--- config.mk ---
export PLATFORM = sky130hd
export DESIGN_NAME = pcm_player
export DESIGN_NICKNAME = d
export VERILOG_FILES = /design/src/rtl/pcm_player_pkg.sv /design/src/rtl/pcm_regs.sv /design/src/rtl/pcm_pacer.sv /design/src/rtl/pcm_fetch.sv /design/src/rtl/pcm_player.sv
export SDC_FILE = /design/constraint.sdc
export NUM_CORES = 1
export LEC_CHECK = 0
export BUFFER_PORTS_ARGS = -buffer_cell sky130_fd_sc_hd__clkbuf_2
export CAP_MARGIN = 20
export CORE_UTILIZATION = 30
export DETAILED_ROUTE_END_ITERATION = 8
export PLACE_DENSITY = 0.61
export SLEW_MARGIN = 20
export SYNTH_ARGS = -nofsm -noshare
export SYNTH_HDL_FRONTEND = slang
export SYNTH_SLANG_ARGS = --single-unit
--- constraint.sdc ---
create_clock -name clk -period 3.05 [get_ports clk]
set_input_delay 0.61 -clock clk [delete_from_list [all_inputs] [get_ports clk]]
set_output_delay 0.61 -clock clk [all_outputs]
set_load 0.02 [all_outputs]
--- src/rtl/pcm_player_pkg.sv ---
package pcm_player_pkg;

  localparam int OFS_W  = 6;
  localparam int PTR_W  = 15;
  localparam int LEN_W  = 13;
  localparam int MADR_W = 16;
  localparam int DAC_W  = 7;

  localparam logic [OFS_W-1:0] OFS_START = 6'h12;
  localparam logic [OFS_W-1:0] OFS_LEN   = 6'h13;
  localparam logic [OFS_W-1:0] OFS_CTRL  = 6'h15;
  localparam logic [OFS_W-1:0] OFS_MODE  = 6'h30;

  localparam int GATE_BIT = 4;
  localparam int EN_BIT   = 4;
  localparam int FLAG_BIT = 7;

  // start pointer: byte value scaled by 64
  function automatic logic [PTR_W-1:0] start_of(input logic [7:0] d);
    return {1'b0, d, 6'b000000};
  endfunction

  // length: byte value scaled by 16 plus one
  function automatic logic signed [LEN_W-1:0] len_of(input logic [7:0] d);
    logic [LEN_W-1:0] base;
    base = {1'b0, d, 4'b0000};
    return $signed(base + 13'd1);
  endfunction

  // fetch address: inverted window bits over the pointer's upper bits
  function automatic logic [MADR_W-1:0] window_addr(input logic [PTR_W-1:0] p,
                                                    input logic [1:0] w);
    return {~w[1], (~w[0]) | p[PTR_W-1], p[PTR_W-2:0]};
  endfunction

  function automatic logic [DAC_W-1:0] dac_scale(input logic [7:0] b);
    return b[7:1];
  endfunction

endpackage

--- src/rtl/pcm_regs.sv ---
module pcm_regs
  import pcm_player_pkg::*;
(
  input  logic             clk,
  input  logic             rst_n,
  input  logic             reg_wr,
  input  logic [OFS_W-1:0] reg_addr,
  input  logic [7:0]       reg_wdata,
  input  logic [7:0]       status_in,
  input  logic             irq_flag,
  output logic [7:0]       fwd_wdata,
  output logic [7:0]       status_out,
  output logic             mode_on,
  output logic [1:0]       win,
  output logic             ld_start,
  output logic             ld_len,
  output logic             wr_ctrl
);

  logic [7:0] mode_q;

  always_ff @(posedge clk) begin
    if (!rst_n) mode_q <= 8'h00;
    else if (reg_wr && reg_addr == OFS_MODE) mode_q <= reg_wdata;
  end

  assign mode_on = mode_q[GATE_BIT];
  assign win     = mode_q[1:0];

  assign ld_start = reg_wr && mode_on && (reg_addr == OFS_START);
  assign ld_len   = reg_wr && mode_on && (reg_addr == OFS_LEN);
  assign wr_ctrl  = reg_wr && mode_on && (reg_addr == OFS_CTRL);

  always_comb begin
    fwd_wdata = reg_wdata;
    if (wr_ctrl) fwd_wdata[EN_BIT] = 1'b0;
  end

  always_comb begin
    status_out = status_in;
    if (mode_on && reg_addr == OFS_CTRL) status_out[FLAG_BIT] = irq_flag;
  end

endmodule

--- src/rtl/pcm_pacer.sv ---
module pcm_pacer #(
  parameter int PERIOD = 225
) (
  input  logic clk,
  input  logic rst_n,
  input  logic run,
  input  logic tick,
  input  logic restart,
  output logic expire
);

  localparam int CW = $clog2(PERIOD + 1);
  localparam logic [CW-1:0] RELOAD = CW'(PERIOD);
  localparam logic [CW-1:0] ONE    = CW'(1);

  logic [CW-1:0] cnt;

  assign expire = run && tick && !restart && (cnt <= ONE);

  always_ff @(posedge clk) begin
    if (!rst_n)              cnt <= RELOAD;
    else if (restart)        cnt <= RELOAD;
    else if (run && tick)    cnt <= (cnt <= ONE) ? RELOAD : cnt - ONE;
  end

endmodule

--- src/rtl/pcm_fetch.sv ---
module pcm_fetch
  import pcm_player_pkg::*;
(
  input  logic              clk,
  input  logic              rst_n,
  input  logic [7:0]        wdata,
  input  logic              ld_start,
  input  logic              ld_len,
  input  logic              wr_ctrl,
  input  logic [1:0]        win,
  input  logic              expire,
  input  logic              mem_valid,
  input  logic [7:0]        mem_rdata,
  output logic              play_en,
  output logic              irq_flag,
  output logic              underflow,
  output logic              fetch_start,
  output logic              mem_req,
  output logic [MADR_W-1:0] mem_addr,
  output logic              dac_wr,
  output logic [DAC_W-1:0]  dac_data
);

  logic [PTR_W-1:0]        ptr;
  logic signed [LEN_W-1:0] len;
  logic signed [LEN_W-1:0] len_dec;

  assign len_dec     = len - 13'sd1;
  assign underflow   = expire && len_dec[LEN_W-1];
  assign fetch_start = expire && !len_dec[LEN_W-1];

  always_ff @(posedge clk) begin
    if (!rst_n) begin
      ptr      <= '0;
      len      <= '0;
      play_en  <= 1'b0;
      irq_flag <= 1'b0;
      mem_req  <= 1'b0;
      mem_addr <= '0;
      dac_wr   <= 1'b0;
      dac_data <= '0;
    end else begin
      mem_req <= 1'b0;
      dac_wr  <= 1'b0;

      if (ld_start)       ptr <= start_of(wdata);
      else if (mem_valid) ptr <= ptr + 1'b1;

      if (ld_len)         len <= len_of(wdata);
      else if (expire)    len <= len_dec;

      if (wr_ctrl) begin
        play_en  <= wdata[EN_BIT];
        irq_flag <= 1'b0;
      end else if (underflow) begin
        play_en  <= 1'b0;
        irq_flag <= 1'b1;
      end

      if (fetch_start) begin
        mem_req  <= 1'b1;
        mem_addr <= window_addr(ptr, win);
      end

      if (mem_valid) begin
        dac_wr   <= 1'b1;
        dac_data <= dac_scale(mem_rdata);
      end
    end
  end

endmodule

--- src/rtl/pcm_player.sv ---
module pcm_player
  import pcm_player_pkg::*;
#(
  parameter int PACE_PERIOD = 225
) (
  input  logic              clk,
  input  logic              rst_n,
  input  logic              cpu_tick,
  input  logic              reg_wr,
  input  logic [OFS_W-1:0]  reg_addr,
  input  logic [7:0]        reg_wdata,
  output logic [7:0]        fwd_wdata,
  input  logic [7:0]        status_in,
  output logic [7:0]        status_out,
  output logic              mem_req,
  output logic [MADR_W-1:0] mem_addr,
  input  logic              mem_valid,
  input  logic [7:0]        mem_rdata,
  output logic              dac_wr,
  output logic [DAC_W-1:0]  dac_data,
  output logic              irq
);

  logic       mode_on;
  logic [1:0] win;
  logic       ld_start, ld_len, wr_ctrl;
  logic       restart, pace_expire;
  logic       play_en, len_underflow, fetch_start;

  pcm_regs u_regs (
    .clk(clk), .rst_n(rst_n), .reg_wr(reg_wr), .reg_addr(reg_addr),
    .reg_wdata(reg_wdata), .status_in(status_in), .irq_flag(irq),
    .fwd_wdata(fwd_wdata), .status_out(status_out), .mode_on(mode_on),
    .win(win), .ld_start(ld_start), .ld_len(ld_len), .wr_ctrl(wr_ctrl)
  );

  assign restart = wr_ctrl && reg_wdata[EN_BIT];

  pcm_pacer #(.PERIOD(PACE_PERIOD)) u_pacer (
    .clk(clk), .rst_n(rst_n), .run(play_en), .tick(cpu_tick),
    .restart(restart), .expire(pace_expire)
  );

  pcm_fetch u_fetch (
    .clk(clk), .rst_n(rst_n), .wdata(reg_wdata), .ld_start(ld_start),
    .ld_len(ld_len), .wr_ctrl(wr_ctrl), .win(win), .expire(pace_expire),
    .mem_valid(mem_valid), .mem_rdata(mem_rdata), .play_en(play_en),
    .irq_flag(irq), .underflow(len_underflow), .fetch_start(fetch_start),
    .mem_req(mem_req), .mem_addr(mem_addr), .dac_wr(dac_wr), .dac_data(dac_data)
  );

endmodule

; Word-level counts from Yosys, hierarchy flattened
; Index checks and enable logic that the tools add are counted.
[op_classes]
n_addsub = 4
magnitude_cmp = 1
eq_ne = 4
n_mux = 11
n_bitwise = 4
n_reduce_logical = 20
[ops]
columns = op, count
row1 = $mux 14, 2
row2 = $mux 13, 2
row3 = $eq 6x5->1 const B, 3
row4 = $add 15x1->15 const B, 1
row5 = $add 12x1->13 const B, 1
row6 = $sub 13x2->13 const B, 1
row7 = $logic_and 1x1->1, 12
row8 = $le 8x1->1 const B, 1
row9 = $mux 8, 1
row10 = $sub 8x1->8 const B, 1
row11 = $eq 6x6->1 const B, 1
row12 = $mux 1, 6
row13 = $reduce_bool 2->1, 3
row14 = $reduce_or 2->1, 3
row15 = $not 1->1, 3
row16 = $logic_not 1->1, 2
row17 = $or 1x1->1, 1
[totals]
regBits = 68
in_bits = 35
out_inout_bits = 42
elab_cells = 55

; Longest topological paths before layout
; Gate-level depths: netlist of run 1.
[depth]
depth_word = 9
depth_mapped = 8
mapped_depth_nobuf = 7

; By module
; A second synthesis of run 1 with hierarchy kept.
[hier_totals]
cells_unflattened = 360
hier_area_um2 = 3251.9
[modules_own_cells]
columns = module, instances, cells_per_inst, area_per_inst_um2, seq_area_each_um2
row1 = pcm_fetch, 1, 268, 2453.6, 1101.1
row2 = pcm_pacer, 1, 51, 474.2, 160.2
row3 = pcm_regs, 1, 40, 317.8, 60.1
row4 = pcm_player, 1, 1, 6.3, 0.0

; Worst setup path after synthesis of run 1
; No wires, ideal clock.
[synth_timing]
path_type = input -> output
start = input port reg_addr[1]
end = output port status_out[7]
t_arrival_ps = 1513
required_ps = 2440
path_slack_ps = 927
cell_stages = 3
n_path_buf = 0
cell_sequence = nand4b_1 > nor4b_1 > mux2_2
[synth_via]
elab_chain_len = 3
[synth_rtl]
columns = item, line_no
row1 = start: declaration, pcm_player.sv:10  ; input logic [OFS_W-1:0] reg_addr,
row2 = $eq 6x5->1, pcm_regs.sv:41  ; if (mode_on && reg_addr == OFS_CTRL) status_out[FLAG_BIT] = irq_flag;
row3 = $logic_and 1x1->1, pcm_regs.sv:41
row4 = $mux 1, pcm_regs.sv:41
row5 = end: declaration, pcm_player.sv:14  ; output logic [7:0] status_out,
; Every way passes these cells.

; Final worst setup path of run 1
; Same ends and word-level chain as after synthesis.

==> impl_metrics.toml, run 1 <==
[critical_path]
timing.rr.start = "u_fetch.len[0]"
worstReg2RegEnd = "u_fetch.mem_addr[14]"
slowest_delay_ns = 0.37
cp_slowest_cell = "mux2_2"
criticalPathCategory = "input port to primary output"
critPathBufInv = 2
crit_path_frequent_cell = "clkbuf_2"
r2r_slack_ns = 0.59
worst_setup_path_end_kind = "primary output"
cp_top_family = "simple AND/OR/NAND/NOR gates"
crit_required_ns = 2.44
ff2ff_path_depth = 8
worst-path-max-fanout = 4
setup.worst_path.start_class = "input port"
cp.arrival_ns = 1.85
worstPathCellList = "clkbuf_2 > nand4b_1 > nor4b_1 > mux2_2 > clkbuf_2"

[synthesis]
synth-seq-area-share_pct = 42.4
synth-xor-area-share_pct = 9.56
async_reset_ff_share_pct = 0
yosys.area_share.adder_pct = 1.61
synthesis.instances = 349
netlist_area_um2 = 3110
synth_warnings = 0
syn_avg_cell_area_um2 = 8.92
synth_flop_cell = "dfxtp_1"
yosys.area_share.simple_pct = 22.1
synth_top_family_by_area = "simple AND/OR/NAND/NOR gates"
syn_nets = 388
synth_compound_area_share_pct = 13.7
synth-seq-cells = 66
synth_mux_area_share_pct = 3.90
synth_edf_count = 0
netlist-cell-type-count = 45

[layout]
layoutNonFillerInstCount = 534
fill_cells = 1032
fin_nets = 435
seqCellArea_um2 = 1320
final_util_pct = 37.3
layout-drive-gt1-share_pct = 27.7
area_growth_pct = 18.6
n_antenna_cell = 0
multiInputGateArea_um2 = 1590

[global_route]
grt_pass1_vias = 2363
grt_pass1_wl_um = 11800
grt_use_total_pct = 13.7
antenna_found_initial = 0
grt_max_degree = 22
grt_overflow = 0

[pwr]
finalPower_mw = 1.82
powerDensity_nw_per_um2 = 492
p_leak_nw = 1.41
peakVddDrop_mv = 0.222

[die]
core_um2 = 9910
pin_count = 77
fp-row-count = 36
start_util_pct = 31.4
fp.dieH_um = 104
die_w_um = 104
die_area_um2 = 10800

[drt]
drc_errors = 0
drt_iter0_markers = 122
postRouteAntennaNets = 0
drt-total-wl_um = 7040
firstDrtPassIters = 4
via_per_inst = 4.84
vias = 2585
routedWlPerCell_um = 13.2

[outcome]
status = "complete, no violations"

[sta]
rsz0062_at_grt = "no"
fin_crit_sh_pct = 80.6
skew_ns = 0.0114
setup_viol = 0
fin_setup_tns_ns = 0
fin_ws_ns = 0.593
slew_headroom_pct = 41.1
hold_viol = 0
fmax_mhz = 407
finalMaxSlewViolations = 0
worst_pin_slew_ns = 0.882
period_minus_slack_ns = 2.46

[clock_network]
htreeDepth = 3
cts_hold_buffers = 0
clockBufferDepth = 2
numCtsBuffers = 9
cts_tree = "done"
cts_root_buf = "clkbuf_8"
clock_latency_ns = 0.35
cts.sinks = 66
ctsResizeCount = 0
clkTransAtPathRegs_ns = 0.08
post_cts_buffers = 0

[hold_path]
hold_start = "u_fetch.mem_addr[8]"
whs_path_depth = 2
min_path_type = "flip-flop to flip-flop"
whs_endpoint = "u_fetch.mem_addr[8]"

[placed_design]
portBuffers = 61
dp_hpwl_um = 5070
gp_congestion = 0.820
dp_slack_ns = 0.564
dp_cells = 518

[run]
maxCapViolCount = 0
==> stage by stage <==
step	area, um^2	hold slack [ns]
4_1_cts	3690	0.473
3_3_place_gp	3460	0.464
5_1_grt	3690	0.490
3_5_place_dp	3460	0.462
2_1_floorplan	3110	0.452
6_report	3690	0.467
==> how the worst max path moves through the flow <==
stage	startpoint	end	slack [ns]	cells past startpoint
4_1_cts	u_fetch.len[0]	u_fetch.mem_addr[9]	0.57	7
3_5_place_dp	u_fetch.len[0]	u_fetch.mem_addr[9]	0.56	7
6_report	reg_addr[1]	status_out[7]	0.59	5
2_1_floorplan	reg_addr[1]	status_out[7]	0.93	3
3_3_place_gp	reg_addr[1]	status_out[7]	0.61	5
5_1_grt	u_fetch.len[0]	u_fetch.mem_addr[14]	0.43	8
==> worst reg2reg max path, cell delays in order, from the launching register on <==
cell     delay (ns)
dfxtp_1        0.33
inv_1          0.06
ha_1           0.17
or4b_4         0.52
nor4b_4        0.43
xor2_1         0.12
buf_4          0.22
nor4b_1        0.40
nor3_2         0.06
==> layout make-up <==
| type | instances | share of cell area, % |
|---|---|---|
| Multi-Input combinational cell | 244 | 43.1 |
| Tap cell | 133 | 4.51 |
| Sequential cell | 66 | 35.8 |
| Clock inverter | 6 | 2.44 |
| Timing Repair Buffer | 69 | 9.89 |
| Inverter | 6 | 0.610 |
| Clock buffer | 10 | 3.73 |
==> state kept, by name, indices dropped and copies added, names as in the netlist <==
signal and cells:
u_fetch.dac_data 7, u_fetch.dac_wr 1, u_fetch.irq_flag 1, u_fetch.len 13, u_fetch.mem_addr 16, u_fetch.mem_req 1, u_fetch.play_en 1, u_fetch.ptr 15
u_pacer.cnt 8, u_regs.mode_q 3
==> where the power goes <==
| part | internal [mW] | switching [mW] |
|---|---|---|
| combinational | 0.0369 | 0.0641 |
| clock | 0.484 | 0.355 |
| sequential | 0.870 | 0.00636 |
| total | 1.39 | 0.426 |
==> synthesized netlist by cell type, types with 6 or more instances <==
master	n	area [um^2]
clkbuf_1	12	45.0
xor2_1	11	96.3
nand3_1	17	85.1
o21ai_1	14	70.1
dfxtp_1	66	1320
nand4_1	8	50.1
a21oi_1	18	90.1
a21oi_2	15	131
nor4_1	9	56.3
o21ai_0	14	70.1
nor2_1	37	139
nor3_1	7	35.0
mux2i_1	11	110
buf_4	16	120
inv_1	6	22.5
nand2_1	17	63.8
xnor2_1	23	201
==> logic make-up (layout without fill, tap and decap cells) <==
kind of cell | after synthesis | after routing
buffers and inverters | 39 | 91
multiplexers | 12 | 12
flip-flops | 66 | 66
adder cells (fa/ha/maj) | 4 | 4
XOR/XNOR | 34 | 34
AO/OA/AOI/OAI | 69 | 69
AND/OR/NAND/NOR | 125 | 125
==> per-layer routing <==
metal | track usage [%] | vias to the layer above | share of wire (%)
li1 | - | 1308 | -
met1 | 19.9 | 1191 | 51
met2 | 18.8 | 79 | 41
met3 | 4.51 | 7 | 6.7
met4 | 4.39 | 0 | 1.2
met5 | 0 | - | 0
==> cells in the final DEF (no fill, tap or decap), types with 9 or more instances in the layout <==
master / instances
nor4_1: 9
xnor2_1: 22
nand3_1: 17
o21ai_1: 14
clkbuf_2: 61
a21oi_1: 18
mux2i_1: 11
o21ai_0: 14
dfxtp_1: 66
xor2_1: 11
nor2_1: 37
a21oi_2: 15
clkbuf_8: 10
nand2_1: 17
Power figures use the tool's default switching activity.
==> inputs of run 2 (changes only) <==
==> constraint.sdc (replaced) <==
create_clock -name clk -period 2.5 [get_ports clk]
set_input_delay 0.5 -clock clk [delete_from_list [all_inputs] [get_ports clk]]
set_output_delay 0.5 -clock clk [all_outputs]
set_load 0.02 [all_outputs]
==> run 2 against run 1 <==
  * Power up 20%
  * Flip-flop and latch count is the same
  * Sequential share of layout area down 0.32 points
  * Die area did not move
  * Largest power group unchanged
==> impl_metrics.toml, run 2 (synthesis gave the netlist of run 1 again) <==
[layout]
layout-drive-gt1-share_pct = 27.5
regMostFlops = "u_fetch.mem_addr"
largest_register_ffs = 16
reg.largest.list = "u_fetch.mem_addr: 16 flops, u_fetch.ptr: 15 flops, u_fetch.len: 13 flops"
fill_cells = 1032
final_util_pct = 37.6
n_antenna_cell = 0
mostFrequentLayoutCells = "66 x dfxtp_1, 61 x clkbuf_2, 37 x nor2_1"
mostFrequentLayoutCell = "dfxtp_1"
area_growth_pct = 19.7
fin_nets = 437

[clock_network]
htreeDepth = 3
cts_root_buf = "clkbuf_8"
cts_tree = "done"
ctsResizeCount = 0
numCtsBuffers = 9
clockBufferDepth = 2
clock_latency_ns = 0.35
cts.sinks = 66
cts_hold_buffers = 0
post_cts_buffers = 0
clkTransAtPathRegs_ns = 0.07

[placed_design]
dp_slack_ns = 0.242
portBuffers = 61
gp_congestion = 0.774
dp_hpwl_um = 5010

[pwr]
p_leak_nw = 1.41
finalPower_mw = 2.18
peakVddDrop_mv = 0.300
powerDensity_nw_per_um2 = 586

[drt]
drt_iter0_markers = 121
firstDrtPassIters = 4
drc_errors = 0
via_per_inst = 4.75
postRouteAntennaNets = 0
vias = 2548
drt-total-wl_um = 6850
routedWlPerCell_um = 12.8

[global_route]
grt_overflow = 0
grt_use_total_pct = 13.1
grt_pass1_wl_um = 11400
grt_pass1_vias = 2379
antenna_found_initial = 0
grt_max_degree = 28

[sta]
worst_pin_slew_ns = 0.582
fin_ws_ns = 0.216
fmax_mhz = 438
rsz0062_at_grt = "no"
fin_crit_sh_pct = 91.4
whs_ns = 0.386
skew_ns = 0.00921
finalMaxSlewViolations = 0
period_minus_slack_ns = 2.28
hold_viol = 0
slew_headroom_pct = 60.9
setup_viol = 0
fin_setup_tns_ns = 0

[critical_path]
worst-path-max-fanout = 20
crit_required_ns = 2.73
criticalPathCategory = "flip-flop to flip-flop"
setup.worst_path.start_class = "flip-flop"
worst_setup_path_end_kind = "flip-flop"
cp.arrival_ns = 2.52

[die]
fp-row-count = 36
start_util_pct = 31.4
die_w_um = 104
core_um2 = 9910
fp.dieH_um = 104
pin_count = 77
die_area_um2 = 10800

[outcome]
status = "complete, no violations"

[run]
maxCapViolCount = 0

[hold_path]
min_path_type = "input port to flip-flop"
## run 2: routing by layer
| layer | track usage (%) | vias up | routed length, um |
|---|---|---|---|
| li1 | - | 1314 | - |
| met1 | 18.3 | 1153 | 3660 |
| met2 | 18.7 | 72 | 2690 |
| met3 | 2.94 | 9 | 385 |
| met4 | 7.14 | 0 | 112 |
| met5 | 0 | - | 0 |
## run 2: worst max-delay path, stage by stage, from the launching register on
cell and delay [ns]:
dfxtp_1 0.33, inv_1 0.06, ha_1 0.18, or4b_4 0.52, nor4b_4 0.35, xor2_1 0.15
buf_12 0.18, nor4b_1 0.33, nor3_2 0.06
## run 2: power breakdown
part	internal (mW)	total, mW	leakage [nW]	switching, mW
clock network	0.563	0.988	0.103	0.425
registers	1.06	1.07	0.534	0.00774
logic	0.0470	0.125	0.774	0.0782
## run 2: worst paths after layout
kind | start | to | slack (ns) | cells past startpoint
worst max-delay path | u_fetch.len[0] | u_fetch.mem_addr[14] | 0.22 | 8
worst min-delay path | mem_rdata[5] | u_fetch.dac_data[4] | 0.39 | 3
worst max register to register | u_fetch.len[0] | u_fetch.mem_addr[14] | 0.22 | 8
worst min register to register | u_fetch.mem_addr[8] | u_fetch.mem_addr[8] | 0.47 | 2
## run 2: layout make-up
class,count,area [um^2],area share (%)
tap,133,166,4.46
multi-input combinational,244,1580,42.5
inverter,6,22.5,0.604
timing repair buffer,71,418,11.2
sequential,66,1320,35.4
clock inverter,6,88.8,2.38
clock buffer,10,128,3.42
## run 2: stage by stage
step | instances | cell area, um^2
floorplan | 349 | 3110
global placement | 520 | 3510
detailed placement | 520 | 3510
CTS | 536 | 3730
global route | 536 | 3730
finish | 536 | 3730
==> inputs of run 3 (changes only) <==
==> constraint.sdc (replaced) <==
create_clock -name clk -period 2.5 [get_ports clk]
set_input_delay 0.125 -clock clk [delete_from_list [all_inputs] [get_ports clk]]
set_output_delay 0.125 -clock clk [all_outputs]
set_load 0.02 [all_outputs]
==> run 3 against run 2 <==
  * Flip-flop and latch count unchanged
  * Global-route usage is 0.15 points higher
  * Utilization is 0.54 points lower
  * Critical endpoint unchanged
  * Die area is the same
  * Final cell count fell by 0.19%
  * Critical path depth unchanged
  * Clock skew hardly changed
  * Wire length increased by 1.9%
  * Power shrank 3.8%
  * Count of clock-buffer cells in the layout is 1 lower
  * First-iteration DRC count fell by 11%
  * Largest power group unchanged
  * Via count up 1.7%
==> impl_metrics.toml, run 3 (synthesis gave the netlist of run 1 again) <==
[outcome]
status = "complete, no violations"

[pwr]
finalPower_mw = 2.10
switchingPower_mw = 0.534
powerDensity_nw_per_um2 = 572
p_leak_nw = 1.39
pwr-share-comb_pct = 5.9
p_seq_share_pct = 51.0
p_int_mw = 1.57
clkPwrFrac_pct = 43.2
peakVddDrop_mv = 0.248
sw_frac_of_total_pct = 25.5

[global_route]
grt_use_total_pct = 13.3
grt_overflow = 0
grt_pass1_wl_um = 11600
grtUsageMet2_pct = 18.8
grt_max_degree = 28
grt_pass1_vias = 2410
top_usage_layer = "met2"
use_met3_pct = 2.88
gr-usage-met1_pct = 18.8
antenna_found_initial = 0

[layout]
area_growth_pct = 18.0
seqCellArea_um2 = 1320
regMostFlops = "u_fetch.mem_addr"
layout-drive-gt1-share_pct = 27.4
reg.largest.list = "u_fetch.mem_addr: 16 flops, u_fetch.ptr: 15 flops, u_fetch.len: 13 flops"
mostFrequentLayoutCells = "66 x dfxtp_1, 61 x clkbuf_2, 37 x nor2_1"
multiInputGateArea_um2 = 1580
largest_register_ffs = 16
fin_nets = 436
final_util_pct = 37.1
n_antenna_cell = 0
design_area_um2 = 3670
mostFrequentLayoutCell = "dfxtp_1"
fill_cells = 1025

[drt]
drt_iter0_markers = 108
postRouteAntennaNets = 0
drc_errors = 0
via_per_inst = 4.84
firstDrtPassIters = 4
routedWlPerCell_um = 13.0
vias = 2592
drt-total-wl_um = 6980

[placed_design]
portBuffers = 61
place_area_um2 = 3470
gp_congestion = 0.776
dp_hpwl_um = 4960

[die]
core_um2 = 9910
fp.dieH_um = 104
fp-row-count = 36
die_area_um2 = 10800
pin_count = 77
die_w_um = 104
start_util_pct = 31.4

[clock_network]
post_cts_buffers = 0
cts.sinks = 66
numCtsBuffers = 9
clockBufferDepth = 2
clkTransAtPathRegs_ns = 0.08
cts_root_buf = "clkbuf_8"
htreeDepth = 3
cts_tree = "done"
clock_latency_ns = 0.35

[sta]
fin_crit_sh_pct = 93.3
whs_ns = 0.0129
slew_headroom_pct = 59.4
fin_setup_tns_ns = 0
rsz0062_at_grt = "no"
fmax_mhz = 429
worst_pin_slew_ns = 0.608
hold_viol = 0
finalMaxSlewViolations = 0
period_minus_slack_ns = 2.33
setup_viol = 0
skew_ns = 0.00871

[hold_path]
min_path_type = "input port to flip-flop"
whs_path_depth = 3

[critical_path]
ff2ff_path_depth = 8
setup.worst_path.start_class = "flip-flop"
worst-path-max-fanout = 20
cp.arrival_ns = 2.56
worst_setup_path_end_kind = "flip-flop"
crit_required_ns = 2.72
criticalPathCategory = "flip-flop to flip-flop"

[run]
maxCapViolCount = 0
==> run 3: changes by cell type in the layout (fill, tap and decap cells not counted), sizes merged <==
cell         before  now
bufinv            2    1
dlygate4sd3       0    1
clkinv            1    3
buf              10    8
clkbuf           71   70
==> run 3: final cells by class <==
type | instances | share of cell area, %
repair buffers | 70 | 10.6
inverters | 6 | 0.613
flip-flops and latches | 66 | 36.0
well taps | 133 | 4.53
clock buffers | 9 | 3.37
multi-input cells | 244 | 43.1
clock inverters | 7 | 1.87
==> run 3: routing by layer <==
layer  vias to the layer above  wire [um]
li1                       1311          -
met1                      1204       3820
met2                        68       2760
met3                         9        277
met4                         0        125
met5                         -          0
==> run 3: timing repair <==
action / in CTS / in global routing
hold buffers: 1 / 0
resized for setup: 0 / 0
endpoints found under the setup margin: 0 / 0
endpoints found under the hold margin: 1 / 0
==> run 3: worst paths after layout <==
kind	start	to	slack, ns
setup reg to reg	u_fetch.len[0]	u_fetch.mem_addr[14]	0.17
hold / removal	mem_rdata[4]	u_fetch.dac_data[3]	0.01
hold reg to reg	u_fetch.mem_addr[8]	u_fetch.mem_addr[8]	0.47
setup / recovery	u_fetch.len[0]	u_fetch.mem_addr[14]	0.17
==> run 3: power groups by stage <==
stage	Sequential (mW)	Combinational, mW	Clock, mW
after floorplan	1.10	0.0820	0
after global placement	1.09	0.121	0
after detailed placement	1.09	0.124	0
after CTS	1.07	0.126	0.923
after global routing	1.07	0.135	0.966
final	1.07	0.123	0.906
==> run 3: per-stage QoR <==
step	cells	setup WS, ns
after floorplan	349	0.392
final	535	0.168
after detailed placement	518	0.200
after global placement	518	0.271
after CTS	535	0.171
after global routing	535	0.0322
==> run 3: critical path: stages, from the launching register on <==
cell and delay [ns]:
dfxtp_1 0.33, inv_1 0.06, ha_1 0.19, or4b_4 0.52
nor4b_4 0.36, xor2_1 0.16, buf_12 0.18, nor4b_1 0.34
nor3_2 0.06
